**config.mk**
```make
export PLATFORM = sky130hd
export DESIGN_NAME = prog_page_xlat
export DESIGN_NICKNAME = d
export VERILOG_FILES = /design/src/rtl/xlat_pkg.sv /design/src/rtl/page_index_reg.sv /design/src/rtl/region_map.sv /design/src/rtl/prog_page_xlat.sv
export SDC_FILE = /design/constraint.sdc
export NUM_CORES = 1
export LEC_CHECK = 0
export ABC_AREA = 1
export BUFFER_PORTS_ARGS = -buffer_cell sky130_fd_sc_hd__buf_2
export CORE_UTILIZATION = 32
export DETAILED_ROUTE_END_ITERATION = 12
export PLACE_DENSITY = 0.59
export SYNTH_ARGS = -nofsm -noshare
export SYNTH_HDL_FRONTEND = slang
export SYNTH_SLANG_ARGS = --single-unit
```
**constraint.sdc**
```tcl
create_clock -name clk -period 2 [get_ports clk]
set_input_delay 0.4 -clock clk [delete_from_list [all_inputs] [get_ports clk]]
set_output_delay 0.4 -clock clk [all_outputs]
set_load 0.01 [all_outputs]
```
**src/rtl/xlat_pkg.sv**
```systemverilog
package xlat_pkg;
  typedef enum logic [1:0] {
    RG_NONE  = 2'd0,
    RG_LOW   = 2'd1,
    RG_PAGED = 2'd2,
    RG_TOP   = 2'd3
  } region_e;

  function automatic region_e region_of(input logic [1:0] quarter);
    case (quarter)
      2'd1:    return RG_LOW;
      2'd2:    return RG_PAGED;
      2'd3:    return RG_TOP;
      default: return RG_NONE;
    endcase
  endfunction
endpackage

```
**src/rtl/page_index_reg.sv**
```systemverilog
module page_index_reg #(
  parameter int          PAGE_W     = 8,
  parameter int          BUS_AW     = 16,
  parameter logic [BUS_AW-1:0] REG_ADDR = 16'h0016,
  parameter logic [PAGE_W-1:0] RESET_PG = 8'hFE
) (
  input  logic              clk,
  input  logic              rst,
  input  logic [BUS_AW-1:0] bus_addr,
  input  logic              bus_wr,
  input  logic              bus_rd,
  input  logic [PAGE_W-1:0] bus_wdata,
  input  logic              prio_load,
  input  logic [PAGE_W-1:0] prio_data,
  output logic [PAGE_W-1:0] idx_q,
  output logic [PAGE_W-1:0] rdata_q
);
  logic sel;
  assign sel = (bus_addr == REG_ADDR);

  // priority load is checked first so it wins a collision
  always_ff @(posedge clk) begin
    if (rst)
      idx_q <= RESET_PG;
    else if (prio_load)
      idx_q <= prio_data;
    else if (bus_wr && sel)
      idx_q <= bus_wdata;
  end

  always_ff @(posedge clk) begin
    if (rst)
      rdata_q <= '0;
    else if (bus_rd && sel)
      rdata_q <= idx_q;
    else
      rdata_q <= '0;
  end
endmodule

```
**src/rtl/region_map.sv**
```systemverilog
module region_map
  import xlat_pkg::*;
#(
  parameter int LA_W   = 16,
  parameter int PAGE_W = 8,
  parameter logic [PAGE_W-1:0] LOW_PG = 8'hFD,
  parameter logic [PAGE_W-1:0] TOP_PG = 8'hFF,
  localparam int OFF_W = LA_W - 2,
  localparam int GA_W  = OFF_W + PAGE_W + 1
) (
  input  logic [LA_W-1:0]   loc_addr,
  input  logic [PAGE_W-1:0] idx,
  output logic [GA_W-1:0]   gaddr,
  output logic              hit
);
  region_e              rg;
  logic [PAGE_W-1:0]    page;

  assign rg = region_of(loc_addr[LA_W-1 -: 2]);

  always_comb begin
    page = '0;
    hit  = 1'b1;
    case (rg)
      RG_LOW:   page = LOW_PG;
      RG_PAGED: page = idx;
      RG_TOP:   page = TOP_PG;
      default:  hit  = 1'b0;
    endcase
    gaddr = hit ? {1'b1, page, loc_addr[OFF_W-1:0]} : '0;
  end
endmodule

```
**src/rtl/prog_page_xlat.sv**
```systemverilog
module prog_page_xlat #(
  parameter int LA_W   = 16,
  parameter int PAGE_W = 8,
  parameter int BUS_AW = 16,
  parameter logic [BUS_AW-1:0] REG_ADDR = 16'h0016,
  parameter logic [PAGE_W-1:0] RESET_PG = 8'hFE,
  parameter logic [PAGE_W-1:0] LOW_PG   = 8'hFD,
  parameter logic [PAGE_W-1:0] TOP_PG   = 8'hFF,
  localparam int GA_W = LA_W - 2 + PAGE_W + 1
) (
  input  logic              clk,
  input  logic              rst,
  input  logic [LA_W-1:0]   loc_addr,
  input  logic              loc_valid,
  input  logic [BUS_AW-1:0] bus_addr,
  input  logic              bus_wr,
  input  logic              bus_rd,
  input  logic [PAGE_W-1:0] bus_wdata,
  output logic [PAGE_W-1:0] bus_rdata,
  input  logic              prio_load,
  input  logic [PAGE_W-1:0] prio_data,
  output logic [GA_W-1:0]   glob_addr,
  output logic              flash_hit,
  output logic              out_valid
);
  logic [PAGE_W-1:0] idx;
  logic [GA_W-1:0]   map_addr;
  logic              map_hit;

  page_index_reg #(
    .PAGE_W(PAGE_W), .BUS_AW(BUS_AW), .REG_ADDR(REG_ADDR), .RESET_PG(RESET_PG)
  ) u_idx (
    .clk(clk), .rst(rst), .bus_addr(bus_addr), .bus_wr(bus_wr), .bus_rd(bus_rd),
    .bus_wdata(bus_wdata), .prio_load(prio_load), .prio_data(prio_data),
    .idx_q(idx), .rdata_q(bus_rdata)
  );

  region_map #(
    .LA_W(LA_W), .PAGE_W(PAGE_W), .LOW_PG(LOW_PG), .TOP_PG(TOP_PG)
  ) u_map (
    .loc_addr(loc_addr), .idx(idx), .gaddr(map_addr), .hit(map_hit)
  );

  always_ff @(posedge clk) begin
    if (rst) begin
      glob_addr <= '0;
      flash_hit <= 1'b0;
      out_valid <= 1'b0;
    end else begin
      out_valid <= loc_valid;
      flash_hit <= loc_valid & map_hit;
      glob_addr <= loc_valid ? map_addr : '0;
    end
  end
endmodule

```
### Word-level counts from Yosys, hierarchy flattened

Cells that the tools add are included.

* equal/unequal tests: 7
* reductions and logical operators: 7
* bitwise gates (word level): 4
* multiplexer cells: 6

Operators by type and width (number)
* case mux 8 bit (3 select lines): 1
* two-way mux 23 bit: 1
* == test 16 x 5 -> 1 bit (second input constant): 1
* two-way mux 8 bit: 2
* == test 2 bit (second input constant): 4
* case mux 2 bit (3 select lines): 1
* OR reduction 3 bit: 2
* == test 2 x 1 -> 1 bit (second input constant): 2
* OR reduction 2 bit: 2
* inverter 1 bit: 3
* logical AND 1 bit: 2
* nonzero test 2 bit: 1
* bitwise AND 1 bit: 1
* two-way mux 1 bit: 1

* flip-flop bits (word level): 41
* output and inout bits: 33
* input port bits: 54

### Longest topological paths before layout

* word-level depth: 7
* mapped depth: 8
* gate-level depth less buffers: 8

### By module

Synthesis repeated with hierarchy kept, for this count alone.

* cell total of the unflattened synthesis: 244
* area, all modules: 1811.7 µm²

By module, submodules not included
* page_index_reg: sequential area each 320.3 µm², cells an instance 115, instances 1, area an instance 783.3 µm²
* prog_page_xlat: sequential area each 500.5 µm², cells an instance 78, instances 1, area an instance 779.5 µm²
* region_map: sequential area each 0.0 µm², cells an instance 51, instances 1, area an instance 249.0 µm²

### Least setup slack after synthesis

No wires, ideal clock.

* kind: in2reg
* start point: in bus_addr[9]
* end point: reg u_idx.idx_q[0]
* setup slack: 0.888 ns
* library setup time: 0.115 ns
* buffers on the path: 0
* data required time: 1.885 ns
* arrival time: 0.997 ns
* stages: 6
* cell sequence: nor2_1 nand2_1 nor2_4 nand3_4 a21oi_1 nor2_1

* longest elaborated chain between the ends: 3

RTL lines
* start, declared: line prog_page_xlat.sv:15 `input logic [BUS_AW-1:0] bus_addr,`
* == test 16 x 5 -> 1 bit: line page_index_reg.sv:19 `assign sel = (bus_addr == REG_ADDR);`
* logical AND 1 bit: line page_index_reg.sv:27 `else if (bus_wr && sel)`
* nonzero test 2 bit (no source line)
* end signal, assigned: line page_index_reg.sv:26 `idx_q <= prio_data;`
* end signal, assigned: line page_index_reg.sv:28 `idx_q <= bus_wdata;`
* end, declared: line page_index_reg.sv:15 `output logic [PAGE_W-1:0] idx_q,`

Every way passes these cells.
A chain may end at the register's enable or synchronous reset.

### Worst setup path after layout

* start point: in loc_addr[14]
* end point: reg glob_addr[9]

* longest elaborated chain between the ends: 7
* elaborated cells between the ends (all ways): 11

RTL lines
* start, declared: line prog_page_xlat.sv:13 `input logic [LA_W-1:0] loc_addr,`
* == test 2 bit / == test 2 x 1 -> 1 bit (equally long branches): line xlat_pkg.sv:10 `case (quarter)`
* case mux 2 bit (3 select lines) (*): line xlat_pkg.sv:10
* == test 2 x 1 -> 1 bit / == test 2 bit (equally long branches): line region_map.sv:24 `case (rg)`
* OR reduction 3 bit (no source line) (*)
* two-way mux 1 bit (*): line region_map.sv:24
* inverter 1 bit (no source line) (*)
* OR reduction 3 bit (no source line) (*)
* end signal, assigned: line prog_page_xlat.sv:52 `glob_addr <= loc_valid ? map_addr : '0;`
* end, declared: line prog_page_xlat.sv:22 `output logic [GA_W-1:0] glob_addr,`

Every way passes the cells marked *; elsewhere a longest branch is shown, timed or not.

==> results_dict.tcl <==
set metrics [dict create \
    cts_sinks 41 \
    synthCells 185 \
    start_util_pct 33.9 \
    ys_warn_count 0 \
    ir_drop_v 0.000242 \
    post-route-min-period_ps 1180 \
    cts_resized 0 \
    ys_ff_latch 41 \
    nets 328 \
    core_um2 4410 \
    final_cells 327 \
    grtUsageTotal_pct 13.6 \
    setup_violations 0 \
    timing.slew.headroom_pct 39.6 \
    finalPower_mw 1.54 \
    clk_latency_ps 290 \
    skew_ps 2.25 \
    antenna_cells 0 \
    synth_top_family_by_area "simple AND/OR/NAND/NOR gates" \
    hold_path.class "in2reg" \
    synth_edf_count 0 \
    avgRoutedWirePerCell_um 9.46 \
    synth-compound-area-share_pct 3.60 \
    seq_area_frac_synth_pct 54.9 \
    path_clk_slew_ps 70 \
    finalWeightedCongestion 0.648 \
    cp-start-kind "primary input" \
    yosys.area.top_type "dfxtp_1" \
    cp-end-kind "flop" \
    setup_ws_ps 820 \
    cts_buffers 5 \
    drtPass1Iterations 3 \
    finalCritPeriodShare_pct 59.0 \
    drtIter0Drc 30 \
    cts_max_level 2 \
    synthMuxAreaShare_pct 0 \
    antenna_found_initial 0 \
    worst-setup-path-type "in2reg" \
    ys_types 22 \
    ys.flop_type "dfxtp_1" \
    die_x_um 70.4 \
    synth_xor_area_share_pct 0 \
    ioPinCount 87 \
    worst_ep_arrival_time_ps 1320 \
    cts_tree "done" \
    yosysMostFrequentCell "dfxtp_1" \
    syn-num-nets 239 \
    synthTopCellsByArea "dfxtp_1 55%, nand2_1 9.5%, nor2_1 8.3%" \
    postCtsHoldBufs 0 \
    drive_above_1_share_pct 39.6 \
    drc_errors 0 \
    num_rows 24 \
    post_cts_buffers 0 \
    syn_to_final_growth_pct 36.6 \
    wirelength_mm 3.09 \
    outcome "completed" \
    die_h_um 70.4 \
    grt_overflow_total 0 \
    powerDensity_nw_per_um2 755 \
    rsz0062_at_grt "no" \
    synthAdderAreaFrac_pct 0 \
    drv_slew 0 \
    grt_pass1_vias 1226 \
    tightestPinTransition_ps 905 \
    fin_tns_setup_ps 0 \
    numPortBuffers 86 \
    worstPathRequired_ps 2140 \
    maxCapViolCount 0 \
    hold_viol_final 0 \
    grt_max_degree 24 \
    hpwl_mm 2.36 \
    synth_top_area_share_pct 54.9 \
    fmax_ghz 0.848 \
    synth_common_cells "41 x dfxtp_1, 38 x nand2_1, 33 x nor2_1" \
    cts.path.max_buffers 2 \
    syn_avg_cell_area_um2 8.08 \
    die-area_um2 4950 \
    grt_pass1_wl_mm 5.34 \
    vias 1329 \
    async_reset_ff_share_pct 0 \
    preCtsSetupSlack_ps 487 \
    drtAntennaViolNets 0 \
    hold_slack_ps 318 \
    path_max_fanout 23 \
    power_leakage_nw 1.21 \
    cts_root_buffer "clkbuf_8" \
    placedCellCount 319 \
    vias_per_cell 4.06 \
    yosys.area_share.simple_pct 31.2 \
    syn_area_um2 1500 \
]
[final timing paths]
| kind | from | endpoint | slack [ps] | cells past startpoint |
|---|---|---|---|---|
| max | loc_addr[14] | glob_addr[9] | 820 | 3 |
| min | loc_addr[0] | glob_addr[0] | 320 | 3 |
| max reg2reg | u_idx.idx_q[0] | u_idx.idx_q[0] | 1330 | 4 |
| min reg2reg | u_idx.idx_q[3] | u_idx.rdata_q[3] | 460 | 2 |
[critical path, cell delays in order]
cell	delay, ps
buf_2	120
o21ai_2	720
nor2_1	90
[logic make-up (layout without fill, tap and decap cells)]
family	Yosys count	after routing
simple gates	98	98
compound gates	10	10
flops	41	41
buf+inv	36	126
[registers in the layout, indices dropped and copies added (netlist names)]
signal         flops
u_idx.rdata_q      8
u_idx.idx_q        8
out_valid          1
flash_hit          1
glob_addr         23
[metrics by stage]
| stage | util [%] | area, um^2 |
|---|---|---|
| 2_1_floorplan | - | 1500 |
| 3_3_place_gp | 44.4 | 1960 |
| 3_5_place_dp | 44.4 | 1960 |
| 4_1_cts | 46.3 | 2040 |
| 5_1_grt | 46.3 | 2040 |
| 6_report | 46.3 | 2040 |
[where the power goes]
group,switching (mW),total [mW],internal [mW]
Clock,0.257,0.498,0.241
Sequential,0.0112,0.862,0.850
Combinational,0.0988,0.182,0.0836
Total,0.367,1.54,1.18
[per-layer routing]
metal	global-route usage [%]	up-vias	part of all wire, %
li1	-	734	-
met1	15.9	531	47
met2	22.2	58	43
met3	5.19	6	8.9
met4	5.33	0	1.5
met5	0	-	0
[area by class of cell]
type / count / area [um^2]
clock buffers: 6 / 72.6
multi-input cells: 108 / 520
repair buffers: 86 / 430
fillers: 460 / 2370
flip-flops and latches: 41 / 821
inverters: 32 / 123
clock inverters: 2 / 10.0
well taps: 52 / 65.1
[placed cells by master, fill, tap and decap left out, types with 2 or more instances in the layout]
cell type,instances
a21oi_1,8
buf_2,86
clkbuf_8,5
clkinv_2,2
dfxtp_1,41
inv_1,29
inv_2,2
nand2_1,38
nand2_2,2
nand3_1,14
nor2_1,33
nor2_2,2
nor2_4,2
nor4_2,2
Note: power is estimated with default switching activity, not from simulation.
